### config.mk
export PLATFORM = sky130hd
export DESIGN_NAME = keyswap_round
export DESIGN_NICKNAME = d
export VERILOG_FILES = /design/src/rtl/keyswap_round_pkg.sv /design/src/rtl/keyswap_expand_mix.sv /design/src/rtl/keyswap_sbox.sv /design/src/rtl/keyswap_out_perm.sv /design/src/rtl/keyswap_round.sv
export SDC_FILE = /design/constraint.sdc
export NUM_CORES = 1
export LEC_CHECK = 0
export BUFFER_PORTS_ARGS = -buffer_cell sky130_fd_sc_hd__buf_2
export CORE_MARGIN = 2
export CORE_UTILIZATION = 60
export CTS_CLUSTER_SIZE = 28
export DETAILED_ROUTE_END_ITERATION = 8
export GPL_TIMING_DRIVEN = 0
export PLACE_DENSITY_LB_ADDON = 0.2
export SYNTH_ARGS = -nofsm -noshare
export SYNTH_HDL_FRONTEND = slang
export SYNTH_SLANG_ARGS = --single-unit
### constraint.sdc
create_clock -name clk -period 18.4 [get_ports clk]
set_input_delay 4.6 -clock clk [delete_from_list [all_inputs] [get_ports clk]]
set_output_delay 4.6 -clock clk [all_outputs]
set_load 0.1 [all_outputs]
### src/rtl/keyswap_round_pkg.sv
package keyswap_round_pkg;

    localparam int HALF_W    = 32;
    localparam int GRP_W     = 10;
    localparam int NGRP      = 4;
    localparam int SB_W      = 8;
    localparam int NROW      = 4;
    localparam int MOD_W     = SB_W + 1;
    localparam int PKEY_W    = 2 * GRP_W;
    localparam int XKEY_W    = NGRP * GRP_W;
    localparam int SUBKEY_W  = PKEY_W + XKEY_W;
    localparam int PROD_W    = 2 * SB_W - 1;
    localparam int PERM_MUL  = 13;
    localparam int PERM_ADD  = 7;

    localparam logic [SB_W-1:0] SB_OFFSET [NGRP][NROW] = '{
        '{8'd131, 8'd133, 8'd155, 8'd205},
        '{8'd204, 8'd167, 8'd173, 8'd65 },
        '{8'd75,  8'd46,  8'd212, 8'd51 },
        '{8'd234, 8'd205, 8'd46,  8'd4  }
    };

    localparam logic [MOD_W-1:0] SB_MODULUS [NGRP][NROW] = '{
        '{9'd333, 9'd313, 9'd505, 9'd369},
        '{9'd379, 9'd375, 9'd319, 9'd391},
        '{9'd361, 9'd445, 9'd451, 9'd397},
        '{9'd397, 9'd425, 9'd395, 9'd505}
    };

    typedef enum logic [1:0] {
        ST_IDLE = 2'd0,
        ST_MIX  = 2'd1,
        ST_EMIT = 2'd2
    } round_state_t;

    // Carry-less product followed by reduction by a degree-8 polynomial.
    function automatic logic [SB_W-1:0] gf_mul(
        input logic [SB_W-1:0]  a,
        input logic [SB_W-1:0]  b,
        input logic [MOD_W-1:0] m
    );
        logic [PROD_W-1:0] p;
        p = '0;
        for (int i = 0; i < SB_W; i++) begin
            if (b[i]) p = p ^ (PROD_W'(a) << i);
        end
        for (int k = PROD_W - 1; k >= SB_W; k--) begin
            if (p[k]) p = p ^ (PROD_W'(m) << (k - SB_W));
        end
        return p[SB_W-1:0];
    endfunction

    // a^7 through the chain a^2, a^3, a^6, a^7.
    function automatic logic [SB_W-1:0] gf_pow7(
        input logic [SB_W-1:0]  a,
        input logic [MOD_W-1:0] m
    );
        logic [SB_W-1:0] a2, a3, a6;
        a2 = gf_mul(a, a, m);
        a3 = gf_mul(a2, a, m);
        a6 = gf_mul(a3, a3, m);
        return gf_mul(a6, a, m);
    endfunction

endpackage

### src/rtl/keyswap_expand_mix.sv
module keyswap_expand_mix
    import keyswap_round_pkg::*;
(
    input  logic [HALF_W-1:0] half_in,
    input  logic [PKEY_W-1:0] swap_key,
    input  logic [XKEY_W-1:0] xor_key,
    output logic [XKEY_W-1:0] mixed
);

    logic [GRP_W-1:0] g1, g2, g3, g4;
    logic [GRP_W-1:0] s1, s2, s3, s4;

    // widening into four overlapping groups is pure wiring
    assign g1 = {half_in[1:0], half_in[31:24]};
    assign g2 = half_in[25:16];
    assign g3 = half_in[17:8];
    assign g4 = half_in[9:0];

    // one 2-to-1 selector pair per group bit and per group pair
    for (genvar b = 0; b < GRP_W; b++) begin : g_swap
        localparam int ODD_J  = 2 * b + 1;
        localparam int EVEN_J = 2 * b;
        assign s1[b] = swap_key[ODD_J]  ? g3[b] : g1[b];
        assign s3[b] = swap_key[ODD_J]  ? g1[b] : g3[b];
        assign s2[b] = swap_key[EVEN_J] ? g4[b] : g2[b];
        assign s4[b] = swap_key[EVEN_J] ? g2[b] : g4[b];
    end

    // XOR key applied with matching alignment
    assign mixed = {s1, s2, s3, s4} ^ xor_key;

    // an exchange never alters the XOR of the two groups of a pair
    always_comb begin
        pair_xor_chk: assert (((s1 ^ s3) == (g1 ^ g3)) && ((s2 ^ s4) == (g2 ^ g4)));
    end

endmodule

### src/rtl/keyswap_sbox.sv
module keyswap_sbox
    import keyswap_round_pkg::*;
#(
    parameter int BOX = 0
) (
    input  logic [GRP_W-1:0] x,
    output logic [SB_W-1:0]  y
);

    logic [1:0]       row;
    logic [SB_W-1:0]  col;
    logic [SB_W-1:0]  base;
    logic [MOD_W-1:0] modulus;

    // outer bits select the row, inner eight bits form the column
    assign row     = {x[GRP_W-1], x[0]};
    assign col     = x[GRP_W-2:1];
    assign base    = col ^ SB_OFFSET[BOX][row];
    assign modulus = SB_MODULUS[BOX][row];

    // seventh power in the row's field
    assign y = gf_pow7(base, modulus);


    always_comb begin
        if (base == '0) begin
            zero_base_chk: assert (y == '0);
        end
        if (base == 8'd1) begin
            unit_base_chk: assert (y == 8'd1);
        end
    end

endmodule

### src/rtl/keyswap_out_perm.sv
module keyswap_out_perm
    import keyswap_round_pkg::*;
(
    input  logic [HALF_W-1:0] box_word,
    output logic [HALF_W-1:0] perm_word
);

    // fixed scatter; an odd stride over a power-of-two width is a bijection
    for (genvar i = 0; i < HALF_W; i++) begin : g_map
        localparam int DST = (i * PERM_MUL + PERM_ADD) % HALF_W;
        assign perm_word[DST] = box_word[i];
    end

endmodule

### src/rtl/keyswap_round.sv
module keyswap_round
    import keyswap_round_pkg::*;
(
    input  logic                clk,
    input  logic                rst_n,
    input  logic                start,
    input  logic [HALF_W-1:0]   half_in,
    input  logic [SUBKEY_W-1:0] subkey,
    output logic                out_valid,
    output logic [HALF_W-1:0]   result
);

    round_state_t      state_q, state_d;
    logic [XKEY_W-1:0] mixed_d, mixed_q;
    logic [HALF_W-1:0] box_word, perm_word;
    logic [HALF_W-1:0] result_q;
    logic              valid_q;

    keyswap_expand_mix u_mix (
        .half_in  (half_in),
        .swap_key (subkey[SUBKEY_W-1:XKEY_W]),
        .xor_key  (subkey[XKEY_W-1:0]),
        .mixed    (mixed_d)
    );

    for (genvar g = 0; g < NGRP; g++) begin : g_box
        keyswap_sbox #(.BOX(g)) u_box (
            .x (mixed_q[XKEY_W-1-g*GRP_W -: GRP_W]),
            .y (box_word[HALF_W-1-g*SB_W -: SB_W])
        );
    end

    keyswap_out_perm u_perm (
        .box_word  (box_word),
        .perm_word (perm_word)
    );

    // Next-state logic
    always_comb begin
        state_d = state_q;
        unique case (state_q)
            ST_IDLE: if (start) state_d = ST_MIX;
            ST_MIX:  state_d = ST_EMIT;
            ST_EMIT: state_d = ST_IDLE;
            default: state_d = ST_IDLE;
        endcase
    end

    // State register
    always_ff @(posedge clk or negedge rst_n) begin
        if (!rst_n) state_q <= ST_IDLE;
        else        state_q <= state_d;
    end

    // Output and datapath registers
    always_ff @(posedge clk or negedge rst_n) begin
        if (!rst_n) begin
            mixed_q  <= '0;
            result_q <= '0;
            valid_q  <= 1'b0;
        end else begin
            valid_q <= 1'b0;
            if (state_q == ST_IDLE && start) mixed_q <= mixed_d;
            if (state_q == ST_MIX) begin
                result_q <= perm_word;
                valid_q  <= 1'b1;
            end
        end
    end

    assign out_valid = valid_q;
    assign result    = result_q;


    valid_pulse_chk: assert property (@(posedge clk) disable iff (!rst_n)
        out_valid |=> !out_valid);


    valid_after_mix_chk: assert property (@(posedge clk) disable iff (!rst_n)
        out_valid |-> $past(state_q == ST_MIX));


    result_hold_chk: assert property (@(posedge clk) disable iff (!rst_n)
        !out_valid |-> $stable(result));


    busy_start_ignored_chk: assert property (@(posedge clk) disable iff (!rst_n)
        (start && state_q != ST_IDLE) |=> state_q != ST_MIX);

endmodule

# ---- Word-level counts from Yosys, hierarchy flattened
# Cells that the tools add are included.
# W data, S select, Z words.
dict set report word_totals {
  inputBits 95
  elab_cells 552
  ff_bits 75
  output_inout_bits 33
}
dict set report classes {
  muxes 307
  eq_ne 2
  n_reduce_logical 2
  bitwise_logic 233
  magnitude_cmp 4
}
# op count
set op_table {}
lappend op_table {{$mux W15} 112}
lappend op_table {{$mux W8} 48}
lappend op_table {{$xor A15 B10 Y15} 16}
lappend op_table {{$xor A15 B11 Y15} 16}
lappend op_table {{$xor A15 B12 Y15} 16}
lappend op_table {{$xor A15 B13 Y15} 16}
lappend op_table {{$xor A15 B14 Y15} 16}
lappend op_table {{$xor A15 B15 Y15} 16}
lappend op_table {{$xor A15 B9 Y15} 16}
lappend op_table {{$mux W14} 16}
lappend op_table {{$xor A14 B14 Y14} 16}
lappend op_table {{$mux W13} 16}
lappend op_table {{$xor A13 B13 Y13} 16}
lappend op_table {{$mux W12} 16}
lappend op_table {{$xor A12 B12 Y12} 16}
lappend op_table {{$mux W11} 16}
lappend op_table {{$xor A11 B11 Y11} 16}
lappend op_table {{$mux W10} 16}
lappend op_table {{$xor A10 B10 Y10} 16}
lappend op_table {{$xor A8 B8 Y8} 20}
lappend op_table {{$mux W9} 16}
lappend op_table {{$xor A9 B9 Y9} 16}
lappend op_table {{$bmux W9 S2} 4}
lappend op_table {{$bmux W8 S2} 4}
lappend op_table {{other kinds (10)} 56}

# ---- Logic depth before layout (Yosys ltp)
dict set report logic_depth {
  word_depth 121
  depth_mapped 50
  ltp_nobuf 40
}

# ---- Modules after synthesis
# A second synthesis with hierarchy kept.
dict set report hier_totals {
  cells_unflattened 4374
  area_unflattened_um2 32462.4
}
# mod area_per_inst_um2 n_inst seq_area_each_um2 cells_each
set by_module_without_submodules {}
lappend by_module_without_submodules {{keyswap_sbox at g_box[2].u_box} 7763.7 1 0.0 1148}
lappend by_module_without_submodules {{keyswap_sbox at g_box[1].u_box} 7478.4 1 0.0 1023}
lappend by_module_without_submodules {{keyswap_sbox at g_box[3].u_box} 6718.9 1 0.0 1000}
lappend by_module_without_submodules {{keyswap_sbox at g_box[0].u_box} 6703.9 1 0.0 932}
lappend by_module_without_submodules {keyswap_round 2806.4 1 1876.8 159}
lappend by_module_without_submodules {keyswap_expand_mix 750.7 1 0.0 80}
lappend by_module_without_submodules {keyswap_out_perm 240.2 1 0.0 32}

# ---- Worst setup path before layout
# Ideal clock, no wire load.
dict set report synth_timing {
  path_type {register to register}
  from {reg mixed_q[19]}
  to {reg result_q[22], in the netlist result[22]}
  path_slack_ns 6.441
  n_path_buf 6
  setup_time_ns 0.125
  required_time_ns 18.275
  path_stages_with_launch 44
  arrival_time_ns 11.834
  period_less_slack_ns 11.959
  cell_sequence {dfrtp_1 > buf_2 > inv_1 > clkbuf_1 > clkbuf_1 > clkbuf_1 > ha_1 > buf_2 > o21ai_0 > a221o_1 > xnor2_2 > mux2i_1 > xor2_1 > nor3_1 > nor4_2 > or3b_4 > xor2_4 > nor2_4 > [... 8 more ...] > xnor3_1 > and2_1 > xnor2_2 > nand2_1 > xnor3_1 > a21boi_1 > o311a_1 > or4_1 > o311ai_2 > xnor2_2 > nand3b_1 > a21oi_1 > mux2_2 > or4_1 > buf_2 > a31oi_1 > xnor3_1 > mux2_2}
}
dict set report synth_via {
  elab_chain_cells 121
  elab_cells_between_ends 124
  cone_classes {mux (66); bitwise (58)}
}
# item line_no
set synth_rtl {}
lappend synth_rtl {{start, declared} keyswap_round.sv:14} ;# logic [XKEY_W-1:0] mixed_d, mixed_q;
lappend synth_rtl {{start signal, assigned} keyswap_round.sv:63} ;# if (state_q == ST_IDLE && start) mixed_q <= mixed_d;
lappend synth_rtl {{$not A2 Y3 (not written as such) (*)} {keyswap_sbox.sv:18, keyswap_sbox.sv:19}}
lappend synth_rtl {{$bmux W8 S2} keyswap_sbox.sv:18} ;# assign base = col ^ SB_OFFSET[BOX][row];
lappend synth_rtl {{$mux W8 (not written as such) (2 in series)} keyswap_sbox.sv:18}
lappend synth_rtl {{$xor A8 B8 Y8} keyswap_sbox.sv:18}
lappend synth_rtl {{$mux W8} keyswap_round_pkg.sv:45} ;# if (b[i]) p = p ^ (PROD_W'(a) << i);
lappend synth_rtl {{$xor A15 B9 Y15} keyswap_round_pkg.sv:45}
lappend synth_rtl {{$mux W15} keyswap_round_pkg.sv:45}
lappend synth_rtl {{$xor A15 B10 Y15} keyswap_round_pkg.sv:45}
lappend synth_rtl {{[... 104 more ...]} --}
lappend synth_rtl {{$xor A11 B11 Y11} keyswap_round_pkg.sv:48} ;# if (p[k]) p = p ^ (PROD_W'(m) << (k - SB_W));
lappend synth_rtl {{$mux W11} keyswap_round_pkg.sv:48}
lappend synth_rtl {{$xor A10 B10 Y10} keyswap_round_pkg.sv:48}
lappend synth_rtl {{$mux W10} keyswap_round_pkg.sv:48}
lappend synth_rtl {{$xor A9 B9 Y9} keyswap_round_pkg.sv:48}
lappend synth_rtl {{$mux W9} keyswap_round_pkg.sv:48}
lappend synth_rtl {{$xor A8 B8 Y8} keyswap_round_pkg.sv:48}
lappend synth_rtl {{$mux W8 (*)} keyswap_round_pkg.sv:48}
lappend synth_rtl {{end signal, assigned} keyswap_round.sv:65} ;# result_q <= perm_word;
lappend synth_rtl {{end, declared} keyswap_round.sv:16} ;# logic [HALF_W-1:0] result_q;
# Mark *: on every way between the ends. The rest lies on a longest branch, timed or not. The select of a mux whose other input is x is not followed.
# A chain may end at the register's enable or synchronous reset.

# ---- Final worst setup path
# Ends and elaborated chain as after synthesis.

==> metrics.md <==
| Metric | Value |
|---|---|
| Run status | completed |
| Reg2reg end | result[22] |
| Vias in the first global route | ~27000 |
| Final Hold Viols | 0 |
| Placed inst area | 0.0285 mm² |
| Initial Util | approximately three fifths |
| Cells on Worst Hold Path | 2 |
| HP Start | result[7] |
| Number of port buffers | 127 |
| Post-CTS Setup Inserts | 0 |
| Syn Area/Cell | between 6 and 7 µm² |
| Nature of the critical path startpoint | register |
| Most common cell after layout, fill and taps aside | xnor2_1 |
| Final Cell Area | between 0.02 and 0.03 mm² |
| Filler cells | 4200 |
| Share of the synthesized area in the top cell type | a little over a fifth |
| Clk buf depth | 2 |
| Std cell rows | 77 |
| Final net count | about 4200 |
| Final period utilization | just over 80% |
| Final setup viols | 0 |
| Worst-path clk slew | 70 ps |
| Yosys synthesis warning count | 0 |
| R2R depth | 47 |
| Drt drc | 0 |
| Commonest cells after routing, fill and taps aside | 651 x xnor2_1, 499 x nand2_1, 477 x nor2_1 |
| FF-to-FF Start | mixed_q[19] |
| Layout cells sized above 1 | between 7 and 8% |
| CTS tree | built |
| Mapped Nets | between 4000 and 5000 |
| Post-Route WL | between 90 and 100 mm |
| CTS Hold Bufs | 0 |
| Crit Path Max Fanout | 12 |
| Seq/Total Area, Yosys | between 6 and 7% |
| 1st-iter DRT viols | ~3600 |
| Yosys cell types | ~120 |
| Post-synth EDFFs | 0 |
| Die area | 0.0469 mm² |
| Multi-input logic area | 0.0239 mm² |
| Final Skew | between 10 and 15 ps |
| Final ANT Viol Nets | 0 |
| Clock Latency Late Sink | 370 ps |
| Via density | approximately 6.4 |
| Tot GR Track Use | a little under two fifths |
| Slowest CP cell | o31ai_1 |
| Relative slew margins | ~7.5% |
| Per-cell routed wire length | 19.7 µm |
| Die W | around 220 µm |
| Gate Count Post-Synth | 3908 |
| Synth area leader | xnor2_1 |
| Std-Cell Core Area | approximately 0.044 mm² |
| Clock sink count | 75 |
| Primary FF master, synth | dfrtp_1 |
| Fmax achieved | ~66 MHz |
| Final Wtd Congestion | 1.00 |
| WHS Endpoint | result[7] |
| RSZ-0062 raised after global routing | no |
| Area Growth Syn to Fin | 6.39% |
| Type of the worst min-delay path | reg2reg |
| Actual slew at the worst max-slew pin | ~1400 ps |
| Setup CP Type | reg2reg |
| Crit path time final | 15200 ps |
| Largest stage delay, worst path | 840 ps |
| FFs w/ async S/R, synth | between 90% and 100% |
| Initial antenna violation count | 3 |
| H-tree Lvls | 3 |
| CTS Root Cell | clkbuf_16 |
| Register area | 0.00188 mm² |
| Max-Cap Viols | 0 |
| Height of the die | between 200 and 250 µm |
| R2R setup slack | approximately 3200 ps |
| Num CTS Buffers | 9 |
| First-pass GRT wire length | 145 mm |
| Ports | between 100 and 150 |
| Global route total overflow | 0 |
| Vias | between 20000 and 30000 |
| Worst Path Arrival | ~15000 ps |
| Top post-synthesis cells by area | xnor2_1 21%, dfrtp_1 6.9%, nand2_1 6.9% |
| Post_cts resized | 0 |
| Syn Std Cell Area | around 0.027 mm² |
| Required @ worst endpoint | roughly 19000 ps |
| Final WS setup | 3200 ps |
| Most numerous cell on the critical path | xnor3_1 |
| Pre-CTS setup slack | approximately 3700 ps |
| Final Max Tran Viols | 0 |
| Worst Setup End Kind | register |
| Post-DP HPWL | 69.6 mm |
| Post-route setup TNS | 0 ps |
| Synth Register Bits | 75 |
| Largest net degree at the start of global routing | 58 |
| First-pass detailed-route iteration total | 6 |
flip-flops by register name, indices dropped and copies added, names as in the netlist:
| signal | count |
|---|---|
| result | 32 |
| state_q | 2 |
| out_valid | 1 |
| mixed_q | 40 |
how the worst max path moves through the flow:
| stage | startpoint | to | slack [ps] |
|---|---|---|---|
| final | mixed_q[19] | result[22] | 3200 |
| after global routing | mixed_q[19] | result[22] | 2630 |
| after CTS | mixed_q[19] | result[22] | 3640 |
| after detailed placement | mixed_q[19] | result[22] | 3740 |
| after global placement | mixed_q[19] | result[22] | 3860 |
| after floorplan | mixed_q[19] | result[22] | 6440 |
through the flow:
step	hold slack, ps	std cells	util (%)
after global placement	461	4627	64.2
after floorplan	469	3908	-
after global routing	501	4645	65.0
after detailed placement	471	4628	64.2
after CTS	487	4644	65.0
final	483	4645	65.0
layer usage:
metal	vias up	share of wire (%)	track usage [%]
met5	-	0.026	0
met4	4	4.7	17.6
met3	284	10	5.47
met2	1767	44	58.2
met1	13869	41	51.0
li1	13908	-	-
final cells by class:
type,instances,area share (%)
antenna,1,0.00867
tap,592,2.57
sequential,75,6.50
buffer,289,4.01
multi-input combinational,3492,82.8
clock inverter,7,0.342
inverter,52,0.676
clock buffer,9,0.780
timing repair buffer,128,2.31
cell families after synthesis:
family / count (synthesis) / share of synthesized area, %
buf+inv: 341 / 4.98
compound gates: 963 / 23.4
simple gates: 1450 / 24.2
fa+ha+maj: 14 / 0.636
mux: 115 / 4.46
xor+xnor: 950 / 35.4
flops: 75 / 6.92
worst max-delay path: cells and delay by family, from the launching register on:
kind / cells / cell delay [ps]
muxes: 1 / 270
adders and majority gates: 2 / 610
xor gates and xnor gates: 13 / 4740
buffers and inverters: 9 / 3320
and+or+nand+nor: 13 / 3110
DFF: 1 / 370
AOI/OAI and AO/OA: 9 / 2630
synthesized netlist by cell type, types with 17 or more instances:
cell	count
buf_2	34
a211o_1	22
buf_1	28
nor2b_1	17
xor2_1	198
nand2_1	499
a22oi_1	23
mux2i_1	96
nand3_1	97
inv_1	43
o211ai_1	52
and3_1	29
dfrtp_1	75
o211a_1	22
o21a_1	23
a211oi_1	51
xnor3_1	62
a21o_1	23
nand2b_1	30
nor4_1	17
xnor2_1	651
o31ai_1	17
o21ai_0	260
o21ai_1	20
and2_1	34
o22ai_1	38
or3_1	33
nor2_1	477
a31oi_1	25
nor3_1	88
a21oi_1	203
nand4_1	23
clkbuf_1	220
Power is not shown: default switching activity piles up to over one toggle a cycle in this logic, so the estimate is an artifact.
